--- config.mk ---
export PLATFORM = sky130hd
export DESIGN_NAME = rx_addr_filter
export DESIGN_NICKNAME = d
export VERILOG_FILES = /design/src/rtl/rx_addr_filter.sv
export SDC_FILE = /design/constraint.sdc
export NUM_CORES = 1
export LEC_CHECK = 0
export ABC_AREA = 0
export BUFFER_PORTS_ARGS = -buffer_cell sky130_fd_sc_hd__buf_4
export CAP_MARGIN = 25
export CORE_MARGIN = 2
export CORE_UTILIZATION = 40
export DETAILED_ROUTE_END_ITERATION = 10
export GPL_ROUTABILITY_DRIVEN = 0
export PLACE_DENSITY = 0.59
export SYNTH_ARGS = -nofsm -noshare
export SYNTH_HDL_FRONTEND = slang
export SYNTH_SLANG_ARGS = --single-unit
--- constraint.sdc ---
create_clock -name clk -period 5.51 [get_ports clk]
set_clock_uncertainty 0.1 [all_clocks]
set_input_delay 1.102 -clock clk [delete_from_list [all_inputs] [get_ports clk]]
set_output_delay 1.102 -clock clk [all_outputs]
set_load 0.005 [all_outputs]
--- src/rtl/rx_addr_filter.sv ---
module rx_addr_filter #(
  parameter int ADDR_W = 48,
  parameter int CFG_AW = 3,
  parameter int CFG_DW = 32,
  parameter int BIN_W  = 6
) (
  input  logic              clk,
  input  logic              rst_n,
  input  logic              cfg_we,
  input  logic [CFG_AW-1:0] cfg_addr,
  input  logic [CFG_DW-1:0] cfg_wdata,
  input  logic              da_valid,
  input  logic [ADDR_W-1:0] da,
  output logic              dec_valid,
  output logic              dec_accept,
  output logic [2:0]        dec_reason
);
  localparam int NBYTES = ADDR_W / 8;
  localparam int HALF   = ADDR_W / 2;
  localparam logic [31:0] POLY = 32'h04C11DB7;

  localparam logic [2:0] RSN_REJ = 3'd0;
  localparam logic [2:0] RSN_PRM = 3'd1;
  localparam logic [2:0] RSN_BC  = 3'd2;
  localparam logic [2:0] RSN_UC  = 3'd3;
  localparam logic [2:0] RSN_MC  = 3'd4;

  logic [3:0]        ctrl;
  logic [HALF-1:0]   sta_hi, sta_lo;
  logic [31:0]       hash0, hash1;

  always_ff @(posedge clk) begin
    if (!rst_n) begin
      ctrl   <= '0;
      sta_hi <= '0;
      sta_lo <= '0;
      hash0  <= '0;
      hash1  <= '0;
    end else if (cfg_we) begin
      case (cfg_addr)
        3'd0: ctrl   <= cfg_wdata[3:0];
        3'd1: sta_hi <= cfg_wdata[HALF-1:0];
        3'd2: sta_lo <= cfg_wdata[HALF-1:0];
        3'd3: hash0  <= cfg_wdata;
        3'd4: hash1  <= cfg_wdata;
        default: ;
      endcase
    end
  end

  wire uc_en = ctrl[0];
  wire mc_en = ctrl[1];
  wire bc_en = ctrl[2];
  wire pr_en = ctrl[3];

  function automatic logic [31:0] crc_be(input logic [ADDR_W-1:0] a);
    logic [31:0] c;
    logic        fb;
    c = '1;
    for (int b = 0; b < NBYTES; b++)
      for (int i = 0; i < 8; i++) begin
        fb = c[31] ^ a[ADDR_W-8-8*b+i];
        c  = {c[30:0], 1'b0} ^ (fb ? POLY : 32'h0);
      end
    return c;
  endfunction

  logic              s1_v;
  logic [ADDR_W-1:0] s1_da;
  logic [BIN_W-1:0]  s1_bin;

  always_ff @(posedge clk) begin
    if (!rst_n) begin
      s1_v   <= 1'b0;
      s1_da  <= '0;
      s1_bin <= '0;
    end else begin
      s1_v <= da_valid;
      if (da_valid) begin
        s1_da  <= da;
        s1_bin <= crc_be(da)[31 -: BIN_W];
      end
    end
  end

  wire is_bc   = &s1_da;
  wire is_grp  = s1_da[ADDR_W-8];
  wire uc_hit  = (s1_da == {sta_hi, sta_lo});
  wire bin_set = s1_bin[BIN_W-1] ? hash1[s1_bin[BIN_W-2:0]] : hash0[s1_bin[BIN_W-2:0]];

  logic [2:0] rsn_c;
  always_comb begin
    if (pr_en)                            rsn_c = RSN_PRM;
    else if (is_bc)                       rsn_c = bc_en ? RSN_BC : RSN_REJ;
    else if (is_grp)                      rsn_c = (mc_en && bin_set) ? RSN_MC : RSN_REJ;
    else                                  rsn_c = (uc_en && uc_hit) ? RSN_UC : RSN_REJ;
  end

  always_ff @(posedge clk) begin
    if (!rst_n) begin
      dec_valid  <= 1'b0;
      dec_accept <= 1'b0;
      dec_reason <= RSN_REJ;
    end else begin
      dec_valid  <= s1_v;
      dec_accept <= s1_v && (rsn_c != RSN_REJ);
      dec_reason <= s1_v ? rsn_c : RSN_REJ;
    end
  end

  a_r2_latency: assert property (@(posedge clk) disable iff (!rst_n)
    da_valid |=> ##1 dec_valid);
  a_r2_no_spurious: assert property (@(posedge clk) disable iff (!rst_n)
    dec_valid |-> $past(da_valid, 2));
  a_r1_idle_quiet: assert property (@(posedge clk) disable iff (!rst_n)
    !dec_valid |-> (!dec_accept && dec_reason == RSN_REJ));
  a_r3_promisc: assert property (@(posedge clk) disable iff (!rst_n)
    (dec_valid && pr_en && $stable(ctrl)) |-> (dec_accept && dec_reason == RSN_PRM));
  a_r4_bcast_gate: assert property (@(posedge clk) disable iff (!rst_n)
    (dec_valid && dec_reason == RSN_BC) |-> $past(bc_en));
  a_r8_mcast_gate: assert property (@(posedge clk) disable iff (!rst_n)
    (dec_valid && dec_reason == RSN_MC) |-> $past(mc_en));
endmodule

-- After elaboration in Yosys (flattened, before gate mapping)
Index checks and enable logic that the tools add are counted.
Widths: inputs -> output; s select.
- add/subtract/negate cells: 0
- reduce and logical (&&, ||, !) cells: 12
- muxes and demuxes: 59
- equality and inequality tests: 5
- order comparisons: 1
- div/mod/pow operators: 0
- bitwise operators: 95
- shift-type cells: 0
- multipliers: 0
- operators by type and width (cell ; number):
    $xor 32x27->32 ; 47
    $mux 27 ; 48
    $eq 48x48->1 ; 1
    $reduce_and 48->1 ; 1
    $xor 1x1->1 ; 47
    $not 26->31 ; 1
    $mux 3 ; 4
    $reduce_and 2->1 ; 6
    $bmux 1 s5 ; 2
    $eq 3x2->1 const B ; 2
    $lt 5x6->1 const B ; 1
    $mux 2 ; 2
    $eq 3x1->1 const B ; 1
    $eq 3x3->1 const B ; 1
    $logic_and 1x1->1 ; 3
    $logic_not 3->1 ; 1
    $mux 1 ; 3
    $reduce_bool 3->1 ; 1
- latch bits: 0
- output and inout port bits: 5
- word-level logic and storage cells: 183
- memory bits (writable): 0
- memory bits (read-only): 0
- flip-flop bits (word level): 176
- input port bits: 87
- memories: 0

-- Longest topological paths before layout
Gate-level depths: netlist of run 1.
- word-level depth: 143
- mapped depth: 10
- mapped depth without buffers: 9

-- Worst setup path before layout of run 1
Ideal clock, no wire load.
- path kind: input to register
- start point: input da[36]
- end point: register s1_bin[4]
- data required time: 5.294 ns
- path buffers: 1
- data arrival time: 3.902 ns
- slack: 1.392 ns
- cell stages on the path: 10
- library setup time: 0.116 ns
- cells stage by stage: buf_2 -> xnor3_1 -> xor2_1 -> xnor3_1 -> xor2_2 -> xnor3_1 -> xnor2_1 -> xor3_1 -> mux2i_1 -> nor2b_1
- cells in the longest elaborated chain, start to end: 46
- elaborated cells between the ends (all ways): 66
- classes of those cells: mux (15); bitwise (51)
- ends and longest elaborated chain (element ; line ; RTL):
    start: declaration ; 13 ; input logic [ADDR_W-1:0] da,
    $xor 1x1->1 * ; 62 ; fb = c[31] ^ a[ADDR_W-8-8*b+i];
    $mux 27 * ; 63 ; c = {c[30:0], 1'b0} ^ (fb ? POLY : 32'h0);
    $xor 32x27->32 * (6 in series) ; 63 ;
    $xor 1x1->1 or $xor 32x27->32 (tied branches) ; 62, 63 ;
    $mux 27 or $xor 32x27->32 (tied branches) ; 63 ;
    $xor 32x27->32 * (6 in series) ; 63 ;
    $xor 1x1->1 or $xor 32x27->32 (tied branches) ; 62, 63 ;
    $mux 27 or $xor 32x27->32 (tied branches) ; 63 ;
    $xor 32x27->32 * (6 in series) ; 63 ;
    $xor 1x1->1, or another cell as far along ; 62 ;
    $mux 27 or $xor 32x27->32 (tied branches) ; 63 ;
    $xor 32x27->32 * (9 in series) ; 63 ;
    $xor 1x1->1 or $xor 32x27->32 (tied branches) ; 62, 63 ;
    $mux 27, or another cell as far along ; 63 ;
    $xor 32x27->32 * (9 in series) ; 63 ;
    end signal: assignment ; 81 ; s1_bin <= crc_be(da)[31 -: BIN_W];
    end: declaration ; 70 ; logic [BIN_W-1:0] s1_bin;
Every way passes the cells marked *; elsewhere a longest branch is shown, timed or not.
A chain may end at the register's enable or synchronous reset.

-- Worst setup path in the final report of run 1
Same ends and word-level chain as after synthesis.

==> results of run 1 <==
## stage by stage
step	instance area (um2)	setup WS [ps]	utilization [%]	hold WS [ps]	instances
2_1_floorplan	10200	1390	-	339	1003
3_3_place_gp	11100	1150	44.1	352	1366
3_5_place_dp	11100	1110	44.1	359	1366
4_1_cts	11700	1560	46.5	370	1398
5_1_grt	11700	1370	46.5	390	1398
6_report	11700	1560	46.5	364	1398
## final timing paths
kind             start    endpoint  slack (ps)  cells after the start
max             da[36]   s1_bin[4]        1560                     10
min           hash0[2]    hash0[2]         360                      2
max reg2reg  s1_bin[1]  dec_accept        2730                      6
min reg2reg   hash0[2]    hash0[2]         360                      2
## cell families after synthesis
logic type,Yosys count,synth area share [%]
mux,79,10.2
compound gates,117,8.57
buf+inv,69,2.86
flops,176,34.6
xor+xnor,227,29.0
simple gates,335,14.8
## report_power, final
| part | internal, mW | leakage, nW | switching [mW] |
|---|---|---|---|
| registers | 1.34 | 1.43 | 0.0811 |
| clock network | 0.619 | 0.296 | 0.614 |
| logic | 2.62 | 2.83 | 1.42 |
## critical path, delay by kind of cell
kind | cells | cell delay, ps
muxes | 1 | 150
and+or+nand+nor | 1 | 70
buffers and inverters | 1 | 140
xor gates and xnor gates | 7 | 2730
## layout make-up
type | instances | share of cell area [%]
Clock buffer | 17 | 3.64
Clock inverter | 15 | 1.58
Inverter | 3 | 0.0964
Multi-Input combinational cell | 758 | 54.6
Sequential cell | 176 | 30.2
Tap cell | 330 | 3.54
Timing Repair Buffer | 99 | 6.36
## per-layer routing
metal	global-route usage (%)	vias up	routed length (um)
met5	0	-	0
met2	34.9	157	12800
met4	4.90	0	420
met3	3.20	27	1090
li1	-	3444	-
met1	29.0	3308	13100
## cell usage in the layout (no fill, tap or decap), drive strengths merged
cell type	synthesis	final
a211oi	2	2
a21boi	112	112
a21oi	1	1
and2	3	3
and3	2	2
buf	17	99
clkbuf	49	17
clkinv	0	7
dfxtp	176	176
inv	3	11
mux2i	59	59
mux4	20	20
nand2	227	227
nand3	5	5
nand4	24	24
nor2	5	5
nor2b	60	60
nor4	6	6
nor4b	1	1
o21ai	1	1
o21bai	1	1
or2	2	2
xnor2	132	132
xnor3	51	51
xor2	35	35
xor3	9	9
## state kept, by name, summed over array words and instances (netlist names)
signal,cells
hash0,32
ctrl,4
s1_da,48
dec_accept,1
s1_v,1
dec_reason,3
hash1,32
sta_hi,24
sta_lo,24
dec_valid,1
s1_bin,6
==> results.ini, run 1 <==
[route]
viasPerCell=4.96
vias=6936
wirelength_um=27400
drc_errors=0
firstDrtPassIters=5
drt_iter0_markers=379
wire_per_inst_um=19.6
drtAntennaViolNets=0

[worst_setup_path]
crit_arrival_ps=4180
end_kind=flip-flop
crit_path_start_kind=input pin
critPathMostFrequentCell=xnor3_1
cp_slowest_cell=xnor3_1
critical_path_class=input pin to flip-flop
path_max_fanout=6
crit_required_ps=5740
cp_cell_sequence=buf_4 -> xnor3_1 -> xor2_1 -> xnor3_1 -> xor2_2 -> xnor3_1 -> xnor2_1 -> xor3_1 -> mux2i_1 -> nor2b_1
critPathMaxStageDelay_ps=540

[cts]
cts.sinks=176
cts.clk_slew.worst_paths_ps=80
cts_tree=done
numCtsBuffers=17
clkLatencyLatePin_ps=440
cts-resized-gates=0
cts_htree_levels=4
cts_buffer_depth=2
cts_root_buffer=clkbuf_16
cts_setup_buffers=0
ctsHoldBuffers=0

[global_routing]
grt_usage_pct=21.1
grt_pass1_vias=7045
grt_first_pass_wirelength_um=42000
grt_max_degree=120
antenna_found_initial=0
overflow=0

[floorplanning]
core-area_mm2=0.0251
die_y_um=164
die_x_um=164
start_util_pct=40.6
rows=58
ioPinCount=92
die_area_mm2=0.0268

[timing]
fmax_mhz=253
rsz0062_at_grt=no
final-hold-violation-count=0
slew_viol_final=0
finalSetupTns_ps=0
min_period_ps=3950
worst_slew_pin_slew_ps=1090
setup_viol=0
slew_headroom_pct=27.4
min_period_over_period_pct=71.7

[power_and_ir_drop]
power_mw=6.69
vdd_drop_max_mv=0.620
p_per_area_mw_per_mm2=573
leakage_nw=4.56

[logic_synthesis]
netlist.area_leader.share_pct=34.6
synth.avg_cell_area_um2=10.2
yosysWarnings=0
synth_commonest_cells=nand2_1 (227), dfxtp_1 (176), xnor2_1 (122)
synth_edf_count=0
async_flop_share_pct=0
synth_cell_types=33
synth.area.top_cells=dfxtp_1 (35%), xnor3_1 (11%), xnor2_1 (10%)
dominantRegCellSynth=dfxtp_1
yosysSeqAreaShare_pct=34.6
synth_seq_cells=176
synth_area_mm2=0.0102
synth_cells=1003
synthesis.nets=1090
yosysMostFrequentCell=nand2_1
synth_top_area_cell=dfxtp_1

[status]
status=complete, no violations

[cells_and_area]
multi_input_area_mm2=0.00638
fillers=2437
insertedDiodeCount=0
layout.nets=1142
seq_area_mm2=0.00352
syn_to_final_growth_pct=14.6
drive_above_1_share_pct=16.0

[hold_path]
hp-class=flip-flop to flip-flop

[placement]
place_hpwl_um=20500
numPortBuffers=91

[flow_run]
maxCapViolations=0

No activity file was read; power rests on OpenSTA's default activity.
==> inputs of run 2 (changes only) <==
Settings changed: ABC_AREA 0 to 1, PLACE_DENSITY 0.59 to 0.61.
Clock period 5.51 ns to 3.6 ns, I/O delays scaled along.
==> results.ini, run 2 <==
[floorplanning]
ioPinCount=92  ; unchanged
start_util_pct=40.4  ; was 40.6%
core-area_mm2=0.0325  ; was 0.0251 mm2
rows=66  ; was 58
die_area_mm2=0.0343  ; was 0.0268 mm2
die_x_um=185  ; was 164 um
die_y_um=185  ; was 164 um

[logic_synthesis]
synthesis.nets=2234  ; was 1090
synth.avg_cell_area_um2=6.11  ; was 10.2 um2
synth_edf_count=0  ; unchanged
synth.area.top_cells=dfxtp_1 (27%), nand2_1 (18%), o21ai_0 (7.8%)  ; was dfxtp_1 (35%), xnor3_1 (11%), xnor2_1 (10%)
async_flop_share_pct=0  ; unchanged
synth_commonest_cells=nand2_1 (614), nor2_1 (211), inv_1 (208)  ; was nand2_1 (227), dfxtp_1 (176), xnor2_1 (122)
dominantRegCellSynth=dfxtp_1  ; unchanged
synth_cell_types=48  ; was 33
yosysWarnings=0  ; unchanged
synth_area_mm2=0.0131  ; was 0.0102 mm2
synth_top_area_cell=dfxtp_1  ; unchanged
synth_seq_cells=176  ; unchanged
yosysMostFrequentCell=nand2_1  ; unchanged
netlist.area_leader.share_pct=26.8  ; was 34.6%
synth_cells=2147  ; was 1003
yosysSeqAreaShare_pct=26.8  ; was 34.6%

[cts]
numCtsBuffers=17  ; unchanged
cts_buffer_depth=2  ; unchanged
cts_tree=done  ; unchanged
cts.sinks=176  ; unchanged
cts_htree_levels=4  ; unchanged
clkLatencyLatePin_ps=440  ; about the same
cts_root_buffer=clkbuf_16  ; unchanged
cts.clk_slew.worst_paths_ps=90  ; was 80 ps

[placement]
dp_cells=2820  ; was 1366
numPortBuffers=91  ; unchanged
dp_slack_ps=-589  ; was 1110 ps
place_hpwl_um=36600  ; was 20500 um

[global_routing]
busiest_layer=met2  ; unchanged
met1_usage_pct=34.5  ; was 29.0%
grt_usage_pct=26.9  ; was 21.1%
met3_usage_pct=2.83  ; was 3.20%
grt_pass1_vias=13600  ; was 7045
use_met2_pct=46.1  ; was 34.9%
antenna_found_initial=0  ; unchanged
overflow=0  ; unchanged
grt_max_degree=88  ; was 120
grt_first_pass_wirelength_um=71700  ; was 42000 um

[timing]
final-hold-violation-count=0  ; unchanged
worst_slack_ps=102  ; was 1560 ps
finalSetupTns_ps=0  ; unchanged
min_period_ps=3500
rsz0062_at_grt=yes  ; was no
hold_ws_ps=344  ; was 364 ps
setup_viol=0  ; unchanged
slew_headroom_pct=32.3  ; was 27.4%
fmax_mhz=286
min_period_over_period_pct=97.2
worst_slew_pin_slew_ps=1010  ; was 1090 ps
slew_viol_final=0  ; unchanged

[worst_setup_path]
end_kind=flip-flop  ; unchanged
crit_required_ps=3850  ; was 5740 ps
critPathMostFrequentCell=nand2_1  ; was xnor3_1
critPathMaxStageDelay_ps=200  ; was 540 ps
crit_path_start_kind=input pin  ; unchanged
cp_slowest_cell=xor2_2  ; was xnor3_1
path_max_fanout=7  ; was 6
critical_path_class=input pin to flip-flop  ; unchanged
crit_arrival_ps=3740  ; was 4180 ps

[status]
status=complete, no violations  ; unchanged

[power_and_ir_drop]
leakage_nw=9.01  ; was 4.56 nW
vdd_drop_max_mv=0.388  ; was 0.620 mV
p_per_area_mw_per_mm2=716  ; was 573 mW/mm2

[route]
vias=15000  ; was 6936
wire_per_inst_um=16.7  ; was 19.6 um
wirelength_um=48400  ; was 27400 um
drtAntennaViolNets=0  ; unchanged
firstDrtPassIters=5  ; unchanged
viasPerCell=5.17  ; was 4.96
drt_iter0_markers=1279  ; was 379
drc_errors=0  ; unchanged

[cells_and_area]
layout.nets=2535  ; was 1142
syn_to_final_growth_pct=38.2  ; was 14.6%
final_common_cell=nand2_1  ; unchanged
final_cell_mix=nand2_1 (469), buf_4 (324), nor2_1 (208), o21ai_0 (204), inv_1 (201)  ; was nand2_1 (227), dfxtp_1 (176), xnor2_1 (122), a21boi_0 (112), buf_4 (99)
multi_input_area_mm2=0.00969  ; was 0.00638 mm2
fin_cells=2904  ; was 1398
seq_area_mm2=0.00352  ; unchanged
largest_register=s1_da  ; unchanged
drive_above_1_share_pct=33.0  ; was 16.0%
fillers=3103  ; was 2437
largest_register_ffs=48  ; unchanged
top_regs=s1_da (48), hash0 (32), hash1 (32)  ; unchanged

[hold_path]
hp-class=flip-flop to flip-flop  ; unchanged

[flow_run]
maxCapViolations=0  ; unchanged

-- run 2: cell types whose count changed after synthesis, sizes merged, moves of 59 or more --
cell    delta
a21oi    +111
mux2i     -59
nor2b     -60
o21ai    +206
nand3    +206
nand2    +501
inv      +234
nor2     +209
xnor2    -116
a21boi   -112
-- run 2: report_power, final --
| group | internal (mW) | switching, mW |
|---|---|---|
| Clock | 1.02 | 0.935 |
| Combinational | 3.63 | 5.23 |
| Sequential | 2.06 | 0.115 |
-- run 2: what timing repair did --
action                     4_1_cts  5_1_grt
hold buffers                     0        0
pin swaps                        1      138
setup endpoints to repair        2        6
setup buffers                    2       46
gates cloned                     0        3
gates resized for setup          4      342
-- run 2: per-layer routing --
metal | wire length, um | part of all wire [%]
met1 | 20600 | 43
met2 | 23200 | 48
met3 | 2530 | 5.2
met4 | 2090 | 4.3
met5 | 0 | 0
-- run 2: final timing paths --
path | startpoint | cells after the start | endpoint | slack (ps)
max | da[42] | 33 | s1_bin[0] | 100
min reg2reg | hash0[24] | 2 | hash0[24] | 340
min | hash0[24] | 2 | hash0[24] | 340
max reg2reg | s1_bin[0] | 9 | dec_accept | 1100
-- run 2: cell type report --
type | instances | share of cell area, %
Clock buffer | 17 | 2.35
Antenna cell | 1 | 0.0138
Sequential cell | 176 | 19.4
Tap cell | 442 | 3.05
Multi-Input combinational cell | 1666 | 53.4
Timing Repair inverter | 2 | 0.0828
Clock inverter | 15 | 1.17
Timing Repair Buffer | 347 | 15.3
Inverter | 238 | 5.22
-- run 2: logic make-up (layout without fill, tap and decap cells) --
family,Yosys count,in the layout,share of synthesized area (%)
AOI/OAI and AO/OA,344,344,13.8
xor gates and xnor gates,97,97,7.21
buffers and inverters,306,619,9.16
DFF,176,176,26.8
other,0,1,0
and+or+nand+nor,1224,1225,43.0
-- run 2: critical path: cells and delay by family --
kind                   cells  cell delay (ps)
AND/OR/NAND/NOR           24             2040
buffers and inverters      8              770
XOR/XNOR                   1              200
-- run 2: stage by stage --
stage	total power [mW]	area [um2]	util [%]
3_5_place_dp	9.62	15700	48.3
4_1_cts	11.6	16400	50.4
2_1_floorplan	7.21	13100	-
5_1_grt	14.1	18100	55.9
3_3_place_gp	9.51	15700	48.3
6_report	13.0	18100	55.9
==> inputs of run 3 (changes only) <==
Settings changed: PLACE_DENSITY 0.61 to 0.6.
==> results.ini, run 3 (synthesized netlist as in run 2, its figures left out) <==
[worst_setup_path]
crit_path_start_kind=input pin  ; unchanged
end_kind=flip-flop  ; unchanged
reg2reg_from=s1_bin[1]  ; was s1_bin[0]
crit_start=da[42]  ; unchanged
cp_slowest_cell=or2_1  ; was xor2_2
critPathMaxStageDelay_ps=220  ; was 200 ps
critPathMostFrequentCell=nand2_4  ; was nand2_1
crit_required_ps=3840  ; was 3850 ps
path_max_fanout=7  ; unchanged
crit_arrival_ps=3750  ; was 3740 ps
critical_path_class=input pin to flip-flop  ; unchanged

[floorplanning]
die_area_mm2=0.0343  ; unchanged
core-area_mm2=0.0325  ; unchanged
start_util_pct=40.4  ; unchanged
rows=66  ; unchanged
die_y_um=185  ; unchanged
die_x_um=185  ; unchanged
ioPinCount=92  ; unchanged

[power_and_ir_drop]
switching_share_pct=47.5  ; was 48.3%
p_per_area_mw_per_mm2=727  ; was 716 mW/mm2
power_switching_mw=6.12  ; was 6.28 mW
vdd_drop_max_mv=0.422  ; was 0.388 mV
clkPwrFrac_pct=14.9  ; was 15.0%
power_mw=12.9  ; was 13.0 mW
pwr-share-comb_pct=68.1  ; was 68.2%
leakage_nw=8.83  ; was 9.01 nW
internal_power_mw=6.77  ; was 6.71 mW
p_seq_share_pct=17.0  ; was 16.8%

[timing]
slew_viol_final=0  ; unchanged
worst_slew_pin_slew_ps=979  ; was 1010 ps
min_period_ps=3520  ; was 3500 ps
final-hold-violation-count=0  ; unchanged
fmax_mhz=284  ; was 286 MHz
finalSetupTns_ps=0  ; unchanged
slew_headroom_pct=34.7  ; was 32.3%
rsz0062_at_grt=yes  ; unchanged
setup_viol=0  ; unchanged
min_period_over_period_pct=97.7  ; was 97.2%

[cells_and_area]
multi_input_area_mm2=0.00943  ; was 0.00969 mm2
syn_to_final_growth_pct=35.1  ; was 38.2%
top_regs=s1_da (48), hash0 (32), hash1 (32)  ; unchanged
insertedDiodeCount=0  ; was 1
largest_register=s1_da  ; unchanged
final_common_cell=nand2_1  ; unchanged
fillers=3220  ; was 3103
seq_area_mm2=0.00352  ; unchanged
drive_above_1_share_pct=31.1  ; was 33.0%
largest_register_ffs=48  ; unchanged
final_cell_mix=nand2_1 (494), buf_4 (318), nor2_1 (205), o21ai_0 (204), inv_1 (202)  ; was nand2_1 (469), buf_4 (324), nor2_1 (208), o21ai_0 (204), inv_1 (201)
layout.nets=2524  ; was 2535
final_util_pct=54.6  ; was 55.9%

[route]
drt_iter0_markers=1104  ; was 1279
viasPerCell=5.12  ; was 5.17
wire_per_inst_um=16.4  ; was 16.7 um
drtAntennaViolNets=0  ; unchanged
vias=14800  ; was 15000
firstDrtPassIters=7  ; was 5
drc_errors=0  ; unchanged
wirelength_um=47300  ; was 48400 um

[global_routing]
grt_usage_pct=27.0  ; was 26.9%
grt_max_degree=88  ; unchanged
grt_pass1_vias=13300  ; was 13600
grt_first_pass_wirelength_um=71600  ; was 71700 um
antenna_found_initial=0  ; unchanged
overflow=0  ; unchanged

[flow_run]
maxCapViolations=0  ; unchanged

[cts]
ctsHoldBuffers=0  ; unchanged
clkLatencyLatePin_ps=440  ; about the same
cts.sinks=176  ; unchanged
cts_htree_levels=4  ; unchanged
numCtsBuffers=17  ; unchanged
cts_root_buffer=clkbuf_16  ; unchanged
cts_buffer_depth=2  ; unchanged
cts.clk_slew.worst_paths_ps=70  ; was 90 ps
cts_tree=done  ; unchanged

[status]
status=complete, no violations  ; unchanged

[placement]
numPortBuffers=91  ; unchanged
place_hpwl_um=36700  ; was 36600 um

[hold_path]
hp-class=flip-flop to flip-flop  ; unchanged
min_from=hash0[20]  ; was hash0[24]

## run 3: cell types whose count changed in the layout (fill, tap and decap cells not counted), sizes merged
cell / change
bufinv: +2
clkinv: -2
buf: -9
diode: -1
nand2: -1
inv: -2
## run 3: worst paths after layout
path	to	slack, ps	cells after the start
worst max-delay path	s1_bin[5]	80	29
worst min register to register	hash0[20]	340	2
worst max register to register	dec_accept	780	9
worst min-delay path	hash0[20]	340	2
## run 3: power groups by stage
| stage | combinational, mW | clock (mW) | sequential, mW |
|---|---|---|---|
| CTS | 7.52 | 1.95 | 2.19 |
| floorplan | 5.05 | 0 | 2.16 |
| finish | 8.78 | 1.92 | 2.19 |
| detailed placement | 7.44 | 0 | 2.24 |
| global route | 9.71 | 2.04 | 2.20 |
| global placement | 7.38 | 0 | 2.23 |
## run 3: layer usage
layer	part of all wire, %	up-vias	GRT usage [%]
met5	0	-	0
met4	3.7	0	8.70
met3	4.5	102	3.52
met2	48	424	46.8
met1	43	6833	34.6
li1	-	7450	-
## run 3: area by class of cell
cell class,instances,share of cell area [%]
multi-input combinational,1665,53.2
timing repair buffer,338,15.0
sequential,176,19.9
inverter,238,5.32
clock inverter,14,1.02
tap,442,3.12
clock buffer,17,2.40
timing repair inverter,1,0.0353
## run 3: what timing repair did
item	4_1_cts	5_1_grt
buffers inserted	5	29
pin swaps	4	86
resized for setup	12	276
cloned	0	1
endpoints found under the setup margin	3	6
## run 3: stage by stage
step	hold WS, ps	worst slack [ps]	instances	instance area [um2]
detailed placement	336	-588	2825	15700
floorplan	320	107	2147	13100
finish	342	81.7	2891	17700
CTS	345	4.08	2861	16400
global placement	329	-600	2825	15700
global route	361	-103	2891	17700
## run 3: worst max-delay path: cells and delay by family
family	cells	cell delay, ps
xor gates and xnor gates	3	470
buffers and inverters	6	720
AOI/OAI and AO/OA	1	120
and+or+nand+nor	19	1720
